**src/rtl/clk_guard_pkg.sv**
```systemverilog
package clk_guard_pkg;
  localparam int DATA_W = 8;
  localparam int NCTRL  = 5;

  typedef logic [DATA_W-1:0] word_t;

  localparam word_t PROT_ADDR = 8'h0A;
  localparam word_t MODE_ADDR = 8'h13;

  localparam int PROT_CLK_BIT  = 0;
  localparam int PROT_MODE_BIT = 1;
  localparam int MODE_SYS_BIT  = 1;
  localparam int MODE_WDT_BIT  = 2;
  localparam int CNT_LSB       = 6;
  localparam word_t MODE_RSVD  = 8'h39;

  // indices into the clock-control bank
  localparam int CR_A  = 0;
  localparam int CR_B  = 1;
  localparam int CR_C  = 2;
  localparam int PLL_A = 3;
  localparam int PLL_B = 4;

  localparam word_t CTRL_ADDR     [NCTRL] = '{8'h06, 8'h07, 8'h0C, 8'h1C, 8'h1D};
  localparam word_t CTRL_RST      [NCTRL] = '{8'h00, 8'h00, 8'h00, 8'h00, 8'h00};
  localparam word_t CTRL_SYS_MASK [NCTRL] = '{8'hA4, 8'h81, 8'h01, 8'hFF, 8'hFF};
  localparam word_t CTRL_WDT_MASK [NCTRL] = '{8'h00, 8'h01, 8'h00, 8'h00, 8'h00};

  // bit positions inside the clock-control registers
  localparam int A_WAIT_STOP = 2;
  localparam int A_MAIN_STOP = 5;
  localparam int A_CPU_SRC   = 7;
  localparam int B_STOP      = 0;
  localparam int B_CPU_SRC   = 7;
  localparam int C_OSC_DET   = 0;
endpackage

```
**src/rtl/clk_guard_rst_sync.sv**
```systemverilog
module clk_guard_rst_sync #(
  parameter int STAGES = 2
) (
  input  logic clk,
  input  logic rst_n,
  output logic rst_sync_n
);
  logic [STAGES-1:0] shf_q;
  logic [STAGES-1:0] shf_d;

  always_comb begin
    shf_d = {shf_q[STAGES-2:0], 1'b1};
  end

  always_ff @(posedge clk or negedge rst_n) begin
    if (!rst_n) shf_q <= '0;
    else        shf_q <= shf_d;
  end

  assign rst_sync_n = shf_q[STAGES-1];
endmodule

```
**src/rtl/clk_guard_prot_reg.sv**
```systemverilog
module clk_guard_prot_reg
  import clk_guard_pkg::*;
(
  input  logic  clk,
  input  logic  rst_n,
  input  logic  wr,
  input  word_t wdata,
  output logic  clk_we,
  output logic  mode_we
);
  logic [1:0] en_q;
  logic [1:0] en_d;

  always_comb begin
    en_d = {wdata[PROT_MODE_BIT], wdata[PROT_CLK_BIT]};
  end

  always_ff @(posedge clk or negedge rst_n) begin
    if (!rst_n)  en_q <= '0;
    else if (wr) en_q <= en_d;
  end

  assign clk_we  = en_q[0];
  assign mode_we = en_q[1];
endmodule

```
**src/rtl/clk_guard_mode_reg.sv**
```systemverilog
module clk_guard_mode_reg
  import clk_guard_pkg::*;
(
  input  logic       clk,
  input  logic       rst_n,
  input  logic       wr,
  input  word_t      wdata,
  output logic       sys_lock,
  output logic       wdt_lock,
  output logic [1:0] cnt_code,
  output word_t      img
);
  logic       sys_q, sys_d;
  logic       wdt_q, wdt_d;
  logic [1:0] cnt_q, cnt_d;
  logic [1:0] cnt_wr;

  always_comb begin
    cnt_wr = wdata[CNT_LSB +: 2];
    sys_d  = sys_q | wdata[MODE_SYS_BIT];
    wdt_d  = wdt_q | wdata[MODE_WDT_BIT];
    cnt_d  = (cnt_wr == 2'b11) ? cnt_q : cnt_wr;
  end

  always_ff @(posedge clk or negedge rst_n) begin
    if (!rst_n) begin
      sys_q <= 1'b0;
      wdt_q <= 1'b0;
      cnt_q <= 2'b00;
    end else if (wr) begin
      sys_q <= sys_d;
      wdt_q <= wdt_d;
      cnt_q <= cnt_d;
    end
  end

  always_comb begin
    img                = '0;
    img[MODE_SYS_BIT]  = sys_q;
    img[MODE_WDT_BIT]  = wdt_q;
    img[CNT_LSB +: 2]  = cnt_q;
  end

  assign sys_lock = sys_q;
  assign wdt_lock = wdt_q;
  assign cnt_code = cnt_q;
endmodule

```
**src/rtl/clk_guard_ctrl_reg.sv**
```systemverilog
module clk_guard_ctrl_reg
  import clk_guard_pkg::*;
#(
  parameter word_t RST_VAL  = '0,
  parameter word_t SYS_MASK = '0,
  parameter word_t WDT_MASK = '0
) (
  input  logic  clk,
  input  logic  rst_n,
  input  logic  wr,
  input  word_t wdata,
  input  logic  sys_lock,
  input  logic  wdt_lock,
  output word_t q
);
  word_t q_r, q_d, hold;

  always_comb begin
    // frozen bits: every masked bit under the system lock,
    // and only attempted sets of masked bits under the watchdog lock
    hold = ({DATA_W{sys_lock}} & SYS_MASK)
         | ({DATA_W{wdt_lock}} & WDT_MASK & wdata);
    q_d  = (q_r & hold) | (wdata & ~hold);
  end

  always_ff @(posedge clk or negedge rst_n) begin
    if (!rst_n)  q_r <= RST_VAL;
    else if (wr) q_r <= q_d;
  end

  assign q = q_r;
endmodule

```
**src/rtl/clk_guard.sv**
```systemverilog
module clk_guard
  import clk_guard_pkg::*;
#(
  parameter int ADDR_W      = 8,
  parameter int SYNC_STAGES = 2
) (
  input  logic              clk,
  input  logic              rst_n,
  input  logic              wr_en,
  input  logic [ADDR_W-1:0] addr,
  input  logic [7:0]        wdata,
  output logic [7:0]        rdata,
  input  logic              wait_req,
  output logic              wdt_src_osc,
  output logic [1:0]        cnt_sel,
  output logic              stop_mode_en,
  output logic              cpu_clk_en,
  output logic              wdt_clk_en,
  output logic [1:0]        cpu_src_sel,
  output logic              main_osc_stop,
  output logic              osc_det_en
);
  logic             rst_int_n;
  logic             prot_clk_we, prot_mode_we;
  logic             prot_wr, mode_wr;
  logic             sys_lock, wdt_lock;
  logic [1:0]       cnt_code;
  word_t            mode_img;
  logic [NCTRL-1:0] ctrl_wr;
  word_t            ctrl_q [NCTRL];
  word_t            pll_a_q, pll_b_q;

  clk_guard_rst_sync #(.STAGES(SYNC_STAGES)) u_rst (
    .clk(clk), .rst_n(rst_n), .rst_sync_n(rst_int_n)
  );

  always_comb begin
    prot_wr = wr_en && (addr == ADDR_W'(PROT_ADDR));
    mode_wr = wr_en && prot_mode_we && (addr == ADDR_W'(MODE_ADDR));
    for (int i = 0; i < NCTRL; i++) begin
      ctrl_wr[i] = wr_en && prot_clk_we && (addr == ADDR_W'(CTRL_ADDR[i]));
    end
  end

  clk_guard_prot_reg u_prot (
    .clk(clk), .rst_n(rst_int_n), .wr(prot_wr), .wdata(wdata),
    .clk_we(prot_clk_we), .mode_we(prot_mode_we)
  );

  clk_guard_mode_reg u_mode (
    .clk(clk), .rst_n(rst_int_n), .wr(mode_wr), .wdata(wdata),
    .sys_lock(sys_lock), .wdt_lock(wdt_lock), .cnt_code(cnt_code), .img(mode_img)
  );

  for (genvar g = 0; g < NCTRL; g++) begin : g_ctrl
    clk_guard_ctrl_reg #(
      .RST_VAL (CTRL_RST[g]),
      .SYS_MASK(CTRL_SYS_MASK[g]),
      .WDT_MASK(CTRL_WDT_MASK[g])
    ) u_reg (
      .clk(clk), .rst_n(rst_int_n), .wr(ctrl_wr[g]), .wdata(wdata),
      .sys_lock(sys_lock), .wdt_lock(wdt_lock), .q(ctrl_q[g])
    );
  end

  assign pll_a_q = ctrl_q[PLL_A];
  assign pll_b_q = ctrl_q[PLL_B];

  always_comb begin
    rdata = '0;
    if (addr == ADDR_W'(PROT_ADDR)) begin
      rdata[PROT_CLK_BIT]  = prot_clk_we;
      rdata[PROT_MODE_BIT] = prot_mode_we;
    end
    if (addr == ADDR_W'(MODE_ADDR)) rdata = mode_img;
    for (int i = 0; i < NCTRL; i++) begin
      if (addr == ADDR_W'(CTRL_ADDR[i])) rdata = ctrl_q[i];
    end
  end

  assign wdt_src_osc   = wdt_lock;
  assign cnt_sel       = cnt_code;
  assign stop_mode_en  = ctrl_q[CR_B][B_STOP];
  assign main_osc_stop = ctrl_q[CR_A][A_MAIN_STOP];
  assign cpu_src_sel   = {ctrl_q[CR_B][B_CPU_SRC], ctrl_q[CR_A][A_CPU_SRC]};
  assign osc_det_en    = ctrl_q[CR_C][C_OSC_DET];
  assign cpu_clk_en    = !wait_req || sys_lock;
  assign wdt_clk_en    = !wait_req || wdt_lock;
endmodule

```
**config.mk**
```make
export PLATFORM = sky130hd
export DESIGN_NAME = clk_guard
export DESIGN_NICKNAME = d
export VERILOG_FILES = /design/src/rtl/clk_guard_pkg.sv /design/src/rtl/clk_guard_rst_sync.sv /design/src/rtl/clk_guard_prot_reg.sv /design/src/rtl/clk_guard_mode_reg.sv /design/src/rtl/clk_guard_ctrl_reg.sv /design/src/rtl/clk_guard.sv
export SDC_FILE = /design/constraint.sdc
export NUM_CORES = 1
export LEC_CHECK = 0
export CAP_MARGIN = 10
export CORE_AREA = 2 2 83 85
export CTS_CLUSTER_DIAMETER = 50
export DETAILED_ROUTE_END_ITERATION = 6
export DIE_AREA = 0 0 85 87
export DONT_BUFFER_PORTS = 1
export GPL_TIMING_DRIVEN = 0
export PLACE_DENSITY_LB_ADDON = 0.2
export SLEW_MARGIN = 20
export SYNTH_ARGS = -nofsm -noshare
export SYNTH_HDL_FRONTEND = slang
export SYNTH_SLANG_ARGS = --single-unit
```
**constraint.sdc**
```tcl
create_clock -name clk -period 2.3 [get_ports clk]
set_input_delay 0.345 -clock clk [delete_from_list [all_inputs] [get_ports clk]]
set_output_delay 0.345 -clock clk [all_outputs]
set_load 0.02 [all_outputs]
```
### Word-level counts from Yosys, hierarchy flattened

Index checks and enable logic that the tools add are counted.

| word-level totals | value |
|---|---|
| input port bits | 20 |
| logic and storage cells | 61 |
| output and inout bits | 18 |
| register bits after elaboration | 48 |

| operators by class | value |
|---|---|
| bitwise logic cells | 23 |
| equal/unequal tests | 8 |
| muxes and demuxes | 7 |
| reductions and logical operators | 13 |

Operators with widths:

| kind | count |
|---|---|
| 8-bit bitwise AND | 8 |
| 8-bit 2-to-1 mux | 6 |
| 8-bit bitwise OR | 6 |
| 8-bit by 5-bit equality test with 1-bit output, second input constant | 3 |
| 8-bit inverter | 3 |
| 8-bit by 3-bit equality test with 1-bit output, second input constant | 2 |
| 8-bit by 4-bit equality test with 1-bit output, second input constant | 2 |
| 1-bit logical AND | 9 |
| 1-bit by 8-bit bitwise AND with 8-bit output | 1 |
| 8-bit by 1-bit bitwise AND with 8-bit output | 1 |
| 1-bit inverter with 8-bit output | 1 |
| 2-bit equality test, second input constant | 1 |
| 1-bit logical OR | 2 |
| 2-bit 2-to-1 mux | 1 |
| 1-bit bitwise OR | 2 |
| 2-bit AND reduction | 1 |
| 1-bit logical NOT | 1 |
| 1-bit inverter | 1 |

### Logic depth before layout (Yosys ltp)

Gate-level depths: netlist of the first run.

| logic depth | value |
|---|---|
| word-level depth | 8 |
| depth in mapped cells | 6 |
| depth with buffers taken out | 4 |

### Cells and area by module

Synthesis of the first run repeated with hierarchy kept, for this count alone.

| second synthesis, totals | value |
|---|---|
| cells, all modules | 222 |
| area, all modules | 2681.3 µm² |

Modules (own cells, without submodules):

| module | area an instance (µm²) | instances | sequential area each (µm²) | cells an instance |
|---|---|---|---|---|
| clk_guard | 701.9 | 1 | 0.0 | 104 |
| clk_guard_ctrl_reg at g_ctrl[3].u_reg ... | 345.3 | 2 | 200.2 | 18 |
| clk_guard_ctrl_reg at g_ctrl[1].u_reg | 327.8 | 1 | 200.2 | 20 |
| clk_guard_ctrl_reg at g_ctrl[2].u_reg | 319.1 | 1 | 200.2 | 18 |
| clk_guard_ctrl_reg at g_ctrl[0].u_reg | 304.0 | 1 | 200.2 | 17 |
| clk_guard_mode_reg | 211.5 | 1 | 100.1 | 20 |
| clk_guard_prot_reg | 72.6 | 1 | 50.0 | 4 |
| clk_guard_rst_sync | 53.8 | 1 | 50.0 | 3 |

### Worst setup path after synthesis of the first run

Ideal clock, no wire load.

| path | value |
|---|---|
| path kind | in2out |
| start point | in addr[4] |
| end point | out rdata[1] |
| stages | 4 |
| slack | 0.354 ns |
| buffers on the path | 1 |
| data arrival time | 1.601 ns |
| data required time | 1.955 ns |
| cell sequence | buf_4 -> nor4_1 -> nand2_1 -> a311oi_1 |

| between the ends | value |
|---|---|
| cells in the longest elaborated chain, start to end | 8 |
| elaborated cells between the ends (all ways) | 14 |
| those cells by class | eq/ne: 7; mux: 7 |

Ends and longest elaborated chain:

| what | line | source |
|---|---|---|
| start: declaration | clk_guard.sv:10 | `input logic [ADDR_W-1:0] addr,` |
| 8-bit by 4-bit equality test with 1-bit output | clk_guard.sv:71 | `if (addr == ADDR_W'(PROT_ADDR)) begin` |
| 2-bit 2-to-1 mux | clk_guard.sv:71 |  |
| 8-bit 2-to-1 mux | clk_guard.sv:75 | `if (addr == ADDR_W'(MODE_ADDR)) rdata = mode_img;` |
| 8-bit 2-to-1 mux (4 in series) | clk_guard.sv:77 | `if (addr == ADDR_W'(CTRL_ADDR[i])) rdata = ctrl_q[i];` |
| 8-bit 2-to-1 mux (*) | clk_guard.sv:77 |  |
| end: declaration | clk_guard.sv:12 | `output logic [7:0] rdata,` |

Mark *: on every way between the ends. The rest lies on a longest branch, timed or not.

### Worst setup path in the final report of the first run

Same ends and word-level chain as after synthesis.

==> summary.txt, run 1 <==
Outcome
  – Outcome: complete, no violations

STA
  – TNS Setup: 0 ns
  – Final worst path period need: about 2.1 ns
  – Fmax: around 480 MHz
  – Skew final: 0.003471 ns
  – Max transition margin: between 40% and 50%
  – Count of final setup violators: 0
  – Final Hold Slack: roughly 0.16 ns
  – Fin worst setup slack: 0.2151 ns
  – RSZ-0062 raised after global routing: false
  – Final hold violations: 0
  – Final Max Slew Viols: 0
  – Period utilization: around nine tenths
  – Worst slew pin tran: roughly 0.88 ns

Floorplanning
  – Die area: around 0.0074 mm²
  – Starting Density: around 38%
  – IO Pins: 38
  – Die Y: a little under 90 µm
  – Core Area: 0.006569 mm²
  – Die W: around 85 µm
  – Core Rows: 30

Synthesis
  – Cell area after synthesis: between 0.002 and 0.003 mm²
  – Area fraction of the dominant cell type after synthesis: about 48%
  – Mean Syn Cell Area: around 12 µm²
  – Yosys reg bits: 48
  – Post-synthesis mux area share: between 20% and 30%
  – Post-synth top area cell: dfrtp_1
  – Fraction of registers with async set/reset: between 90% and 100%
  – Share of the yosys chip area belonging to registers: a little under half
  – Top cells by count, synth: 48 x dfrtp_1, 35 x mux2_2, 14 x nand2_1
  – Post-synth cell types: between 40 and 50
  – Synth Area in Compound Gates: about a tenth
  – Post-synthesis adder-cell area fraction: 0%
  – Synth Area in XOR/XNOR: 0%
  – Prevailing post-synth register cell: dfrtp_1
  – Mapped Cells: 211
  – Syn Nets: roughly 230
  – Synth top area cells: dfrtp_1 48%, mux2_2 16%, mux2_4 4.2%
  – Simple-gate area share of the yosys netlist: between 15 and 20%
  – Most frequent cell after synthesis: dfrtp_1
  – Number of synthesized flops with an enable pin: 0
  – YS warnings: 0
  – Largest family of logic cells by synthesized area: multiplexers

Worst setup path
  – Critical Path Max Stage Delay: 0.55 ns
  – R2R Setup Slk: roughly 0.52 ns
  – CP max FO: 9
  – Slowest stage cell, crit path: a311oi_2
  – Setup Crit Path Kind: primary input to primary output
  – Data required time of the critical path: about 2.0 ns
  – Stages on the worst setup path: 4
  – Crit path launch type: primary input
  – Largest delay share family, worst path: simple AND/OR/NAND/NOR gates
  – Setup crit end kind: primary output
  – Worst-case reg-to-reg path depth: 4
  – Critical path arrival: 1.74 ns
  – WP buf/inv: 1
  – Critical-path cell list: buf_4 > nor4_1 > nand2_1 > a311oi_2

Placement
  – Dpl cell area: approximately 0.0027 mm²
  – GP Congestion: a little over 0.8
  – Setup WS pre-CTS: -0.01540 ns
  – # port buffers: 0
  – Placed cells: approximately 300
  – Dpl hpwl: ~4300 µm

Global route
  – First-pass GRT wire length: slightly below 10,000 µm
  – Initial antenna violation count: 0
  – Most used routing layer: met2
  – Met1 global-route usage: a little under a quarter
  – Largest net degree at the start of global routing: 26
  – GRT met2 Usage: a little over a quarter
  – Vias in the first global route: roughly 1,800
  – GR Overflow Total: 0
  – Total GRT Usage: 16.98%
  – GR Util met3: under 10%

Job
  – Max-cap violations: 0

Layout
  – Fraction of layout cells with a size suffix above 1: between 30% and 40%
  – Final cell count without fillers: between 300 and 400
  – Ant diodes: 0
  – Design area: approximately 0.0028 mm²
  – Final Util: between 40% and 50%
  – Area Growth Syn to Fin: 9.951%
  – Post-layout net count: 240

Drt
  – DRT iter0 DRCs: 62
  – Drt wl/cell: slightly above 20 µm
  – Routed via count: 1,738
  – DRC viols: 0
  – First-pass DRT Iterations: 4
  – Post-route ant nets: 0
  – Vias/cell: between 5 and 6
  – Drt total wl: around 6100 µm

CTS
  – Clock Path Buffers: 2
  – Number of buffers created by CTS: 5
  – Post-CTS Setup Bufs: 0
  – H-tree depth: 2
  – Clock slew at reported path FFs: roughly 0.09 ns
  – Worst-Skew Late Latency: 0.30 ns
  – CTS tree: done
  – CTS Root Cell: clkbuf_8
  – CTS sink count: 48

Power
  – VDD IR max: about 240 µV
  – Reg power frac: between 50% and 60%
  – Sw Ratio: around 24%
  – Clock power frac: 36.1%
  – Switching power: approximately 360 µW
  – Power share of the combinational group: ~6.3%
  – Total power draw: 1.492 mW
  – Internal: around 1.1 mW
  – Power Density: 536.9 mW/mm²
  – Pleak: 1.311 nW

Min path
  – Hold Path Stages: 1
  – Worst min path class: primary input to register
## worst paths after layout
path / endpoint / startpoint
setup / recovery: rdata[1] / addr[4]
hold / removal: u_mode.wdt_lock$_DFFE_PN0P_ / wdata[2]
setup reg to reg: register / u_mode.sys_lock$_DFFE_PN0P_
hold reg to reg: asynchronous set/reset pin / u_rst.shf_q[1]$_DFF_PN0_
max in group asynchronous: u_mode.sys_lock$_DFFE_PN0P_ / u_rst.shf_q[1]$_DFF_PN0_
min in group asynchronous: u_rst.shf_q[1]$_DFF_PN0_ / rst_n
## cell usage in the layout, fill, tap and decap left out, types with 2 or more instances in the layout
master     n
dfrtp_1   47
mux2_2    35
nand2_1   14
a21oi_1    9
mux2i_1    8
nor3_1     7
mux2_4     7
o22a_1     6
clkbuf_8   6
nor2_1     5
buf_2      4
inv_1      4
o22ai_1    4
nor3b_1    4
buf_4      3
clkbuf_1   3
nand3_1    3
o21ai_0    3
nor2b_1    3
nand2b_1   3
a21o_1     3
and3b_1    2
nand3_2    2
a31oi_1    2
o21a_1     2
o32ai_1    2
nor4_2     2
## per-layer routing
layer / routed length [µm] / up-vias / part of all wire (%)
li1: - / 798 / -
met1: 2858 / 880 / 47
met2: 2679 / 50 / 44
met3: 413 / 10 / 6.8
met4: 100 / 0 / 1.7
met5: 0 / - / 0
## cell type report
cell class              count  area (µm²)
clock inverters             2       13.76
fillers                   638        3790
plain buffers              11       58.81
multi-input cells         148        1269
flip-flops and latches     48        1202
clock buffers               6       82.58
repair buffers              2       37.54
inverters                   4       15.01
well taps                  80       100.1
## what timing repair did
item / in CTS / in global routing
setup endpoints to repair: 2 / 5
endpoints found under the hold margin: 2 / 0
gates resized for setup: 1 / 2
gates cloned: 0 / 0
hold buffers: 1 / 0
## power groups by stage
stage / Sequential, mW / Clock (mW) / Combinational [mW]
3_5_place_dp: 0.878 / 0 / 0.0906
3_3_place_gp: 0.885 / 0 / 0.0770
6_report: 0.861 / 0.538 / 0.0935
2_1_floorplan: 0.879 / 0 / 0.0622
4_1_cts: 0.861 / 0.554 / 0.0928
5_1_grt: 0.863 / 0.583 / 0.102
## cells by family (layout without fill, tap and decap cells)
group | count (synthesis) | in the layout
other cells | 1 | 1
flops | 48 | 48
mux | 50 | 50
compound gates | 36 | 36
simple gates | 61 | 61
buf+inv | 15 | 25
No activity file was read; power rests on OpenSTA's default activity.
==> run 2: changes to the inputs <==
--- a/config.mk
+++ b/config.mk
@@ -13,7 +13,6 @@
 export DONT_BUFFER_PORTS = 1
 export GPL_TIMING_DRIVEN = 0
 export PLACE_DENSITY_LB_ADDON = 0.2
-export SLEW_MARGIN = 20
 export SYNTH_ARGS = -nofsm -noshare
 export SYNTH_HDL_FRONTEND = slang
 export SYNTH_SLANG_ARGS = --single-unit
==> summary.txt, run 2 (synthesis gave the netlist of run 1 again) <==
Outcome
  – Outcome: complete, no violations

Worst setup path
  – Data required time of the critical path: 1.96 ns (about the same)
  – Slowest stage cell, crit path: a311oi_2
  – Largest delay share family, worst path: simple AND/OR/NAND/NOR gates
  – Critical path arrival: 1.79 ns (+0.05 ns)
  – Setup crit end kind: primary output
  – Critical-path cell list: buf_4 > nor4_1 > nand2_1 > a311oi_2
  – Worst-case reg-to-reg path depth: 4 (unchanged)
  – WP buf/inv: 1 (unchanged)
  – Critical Path Max Stage Delay: 0.57 ns (+0.02 ns)
  – FF-to-FF Start: u_mode.sys_lock$_DFFE_PN0P_
  – Setup Crit Path Kind: primary input to primary output
  – R2R Setup Slk: 0.53 ns (about the same)
  – Crit path launch type: primary input
  – CP max FO: 9 (unchanged)

Placement
  – # port buffers: 0 (unchanged)
  – Setup WS pre-CTS: -0.006135 ns (+0.009262 ns)
  – GP Congestion: 0.8097 (unchanged)
  – Dpl hpwl: 4251 µm (-1.3%)

CTS
  – CTS tree: done
  – CTS sink count: 48 (unchanged)
  – Worst-Skew Late Latency: 0.30 ns (about the same)
  – Number of buffers created by CTS: 5 (unchanged)
  – H-tree depth: 2 (unchanged)
  – CTS Root Cell: clkbuf_8
  – Post-CTS Setup Bufs: 0 (unchanged)
  – Clock Path Buffers: 2 (unchanged)
  – Clock slew at reported path FFs: 0.09 ns (about the same)

Layout
  – Fraction of layout cells with a size suffix above 1: 33.03% (-0.90 points)
  – Post-layout net count: 240 (unchanged)
  – Ant diodes: 0 (unchanged)
  – Final Util: 41.96% (-0.34 points)
  – Fill cell count: 627 (-1.7%)
  – Most frequent cells in the layout: 47 x dfrtp_1, 35 x mux2_2, 14 x nand2_1, 9 x a21oi_1, 8 x mux2i_1
  – Most common cell after layout, fill and taps aside: dfrtp_1
  – Area Growth Syn to Fin: 9.059%

Floorplanning
  – Die Y: 87 µm (unchanged)
  – IO Pins: 38 (unchanged)
  – Core Rows: 30 (unchanged)
  – Die W: 85 µm (unchanged)
  – Die area: 0.007395 mm² (unchanged)
  – Starting Density: 38.48% (unchanged)
  – Core Area: 0.006569 mm² (unchanged)

STA
  – TNS Setup: 0 ns (unchanged)
  – Count of final setup violators: 0 (unchanged)
  – Period utilization: 92.90% (+2.3 points)
  – Final Max Slew Viols: 0 (unchanged)
  – Worst slew pin tran: 0.8490 ns (-0.03332 ns)
  – Final Hold Slack: 0.1568 ns (-0.003030 ns)
  – Fmax: 468.0 MHz (-2.4%)
  – Skew final: 0.007089 ns (+0.003618 ns)
  – Max transition margin: 42.63% (+2.3 points)
  – Fin worst setup slack: 0.1632 ns (-0.05192 ns)
  – RSZ-0062 raised after global routing: false
  – Final hold violations: 0 (unchanged)
  – Final worst path period need: 2.137 ns (+0.05192 ns)

Drt
  – Drt total wl: 6021 µm (-0.50%)
  – Routed via count: 1,706 (-1.8%)
  – DRT iter0 DRCs: 79 (+27%)
  – DRC viols: 0 (unchanged)
  – Drt wl/cell: 20.00 µm (-0.50%)
  – Vias/cell: 5.668 (-1.8%)
  – Post-route ant nets: 0 (unchanged)
  – First-pass DRT Iterations: 4 (unchanged)

Global route
  – GR Overflow Total: 0 (unchanged)
  – Initial antenna violation count: 0 (unchanged)
  – First-pass GRT wire length: 9294 µm (-3.5%)
  – Largest net degree at the start of global routing: 36 (+38%)
  – Total GRT Usage: 16.74% (-0.25 points)
  – Vias in the first global route: 1,677 (-6.9%)

Power
  – Power Density: 521.3 mW/mm² (-2.9%)
  – Switching power: 339.7 µW (-5.9%)
  – Sw Ratio: 23.64% (-0.55 points)
  – Clock power frac: 33.8% (-2.3 points)
  – VDD IR max: 191.4 µV (-19%)
  – Internal: 1.097 mW (-3.0%)
  – Pleak: 1.299 nW (-0.96%)
  – Reg power frac: 59.6% (+1.9 points)
  – Power share of the combinational group: 6.7% (+0.4 points)

Min path
  – Worst min path class: register to asynchronous set/reset pin

Job
  – Max-cap violations: 0 (unchanged)
-- run 2: worst max path at each step --
stage / startpoint / to / slack [ns] / depth (start not counted)
floorplan: addr[4] / rdata[1] / 0.35 / 4
global placement: addr[0] / rdata[0] / -0.03 / 5
detailed placement: addr[0] / rdata[0] / -0.006 / 5
CTS: addr[4] / rdata[0] / 0.03 / 5
global route: addr[4] / rdata[3] / 0.10 / 5
finish: addr[4] / rdata[1] / 0.16 / 4
-- run 2: area by class of cell --
class	instances	area (µm²)	area share [%]
buffer	11	58.81	2.133
sequential	48	1202	43.62
inverter	4	15.01	0.5447
clock buffer	7	76.32	2.769
clock inverter	1	5.005	0.1816
timing repair buffer	2	30.03	1.089
multi-input combinational	148	1269	46.03
tap	80	100.1	3.631
-- run 2: repair_timing --
item	4_1_cts	5_1_grt
endpoints found under the setup margin	1	5
hold buffers	1	0
pin swaps	0	0
gates cloned	0	0
resized for setup	1	2
endpoints found under the hold margin	2	0
-- run 2: routing by layer --
metal  vias up  global-route usage (%)  part of all wire [%]
li1        800                       -                     -
met1       842                   23.37                    47
met2        54                   25.71                    45
met3        10                   4.360                   5.9
met4         0                   4.906                   1.6
met5         -                       0                     0
-- run 2: worst reg2reg max path, stage by stage (launching register included) --
cell      delay (ns)
dfrtp_1         0.46
and3b_1         0.24
clkbuf_1        0.19
nand4_2         0.38
mux2_2          0.41
-- run 2: through the flow --
step / instances / power, mW / area, µm²
after floorplan: 211 / 0.9411 / 2527
after global placement: 291 / 0.9619 / 2628
after detailed placement: 292 / 0.9670 / 2649
after CTS: 301 / 1.460 / 2741
after global routing: 301 / 1.500 / 2756
final: 301 / 1.437 / 2756
-- run 2: power groups by stage --
| stage | clock, mW | combinational, mW | sequential [mW] |
|---|---|---|---|
| 2_1_floorplan | 0 | 0.0622 | 0.879 |
| 3_3_place_gp | 0 | 0.0770 | 0.885 |
| 3_5_place_dp | 0 | 0.0936 | 0.873 |
| 4_1_cts | 0.507 | 0.0959 | 0.857 |
| 5_1_grt | 0.536 | 0.106 | 0.858 |
| 6_report | 0.485 | 0.0956 | 0.856 |
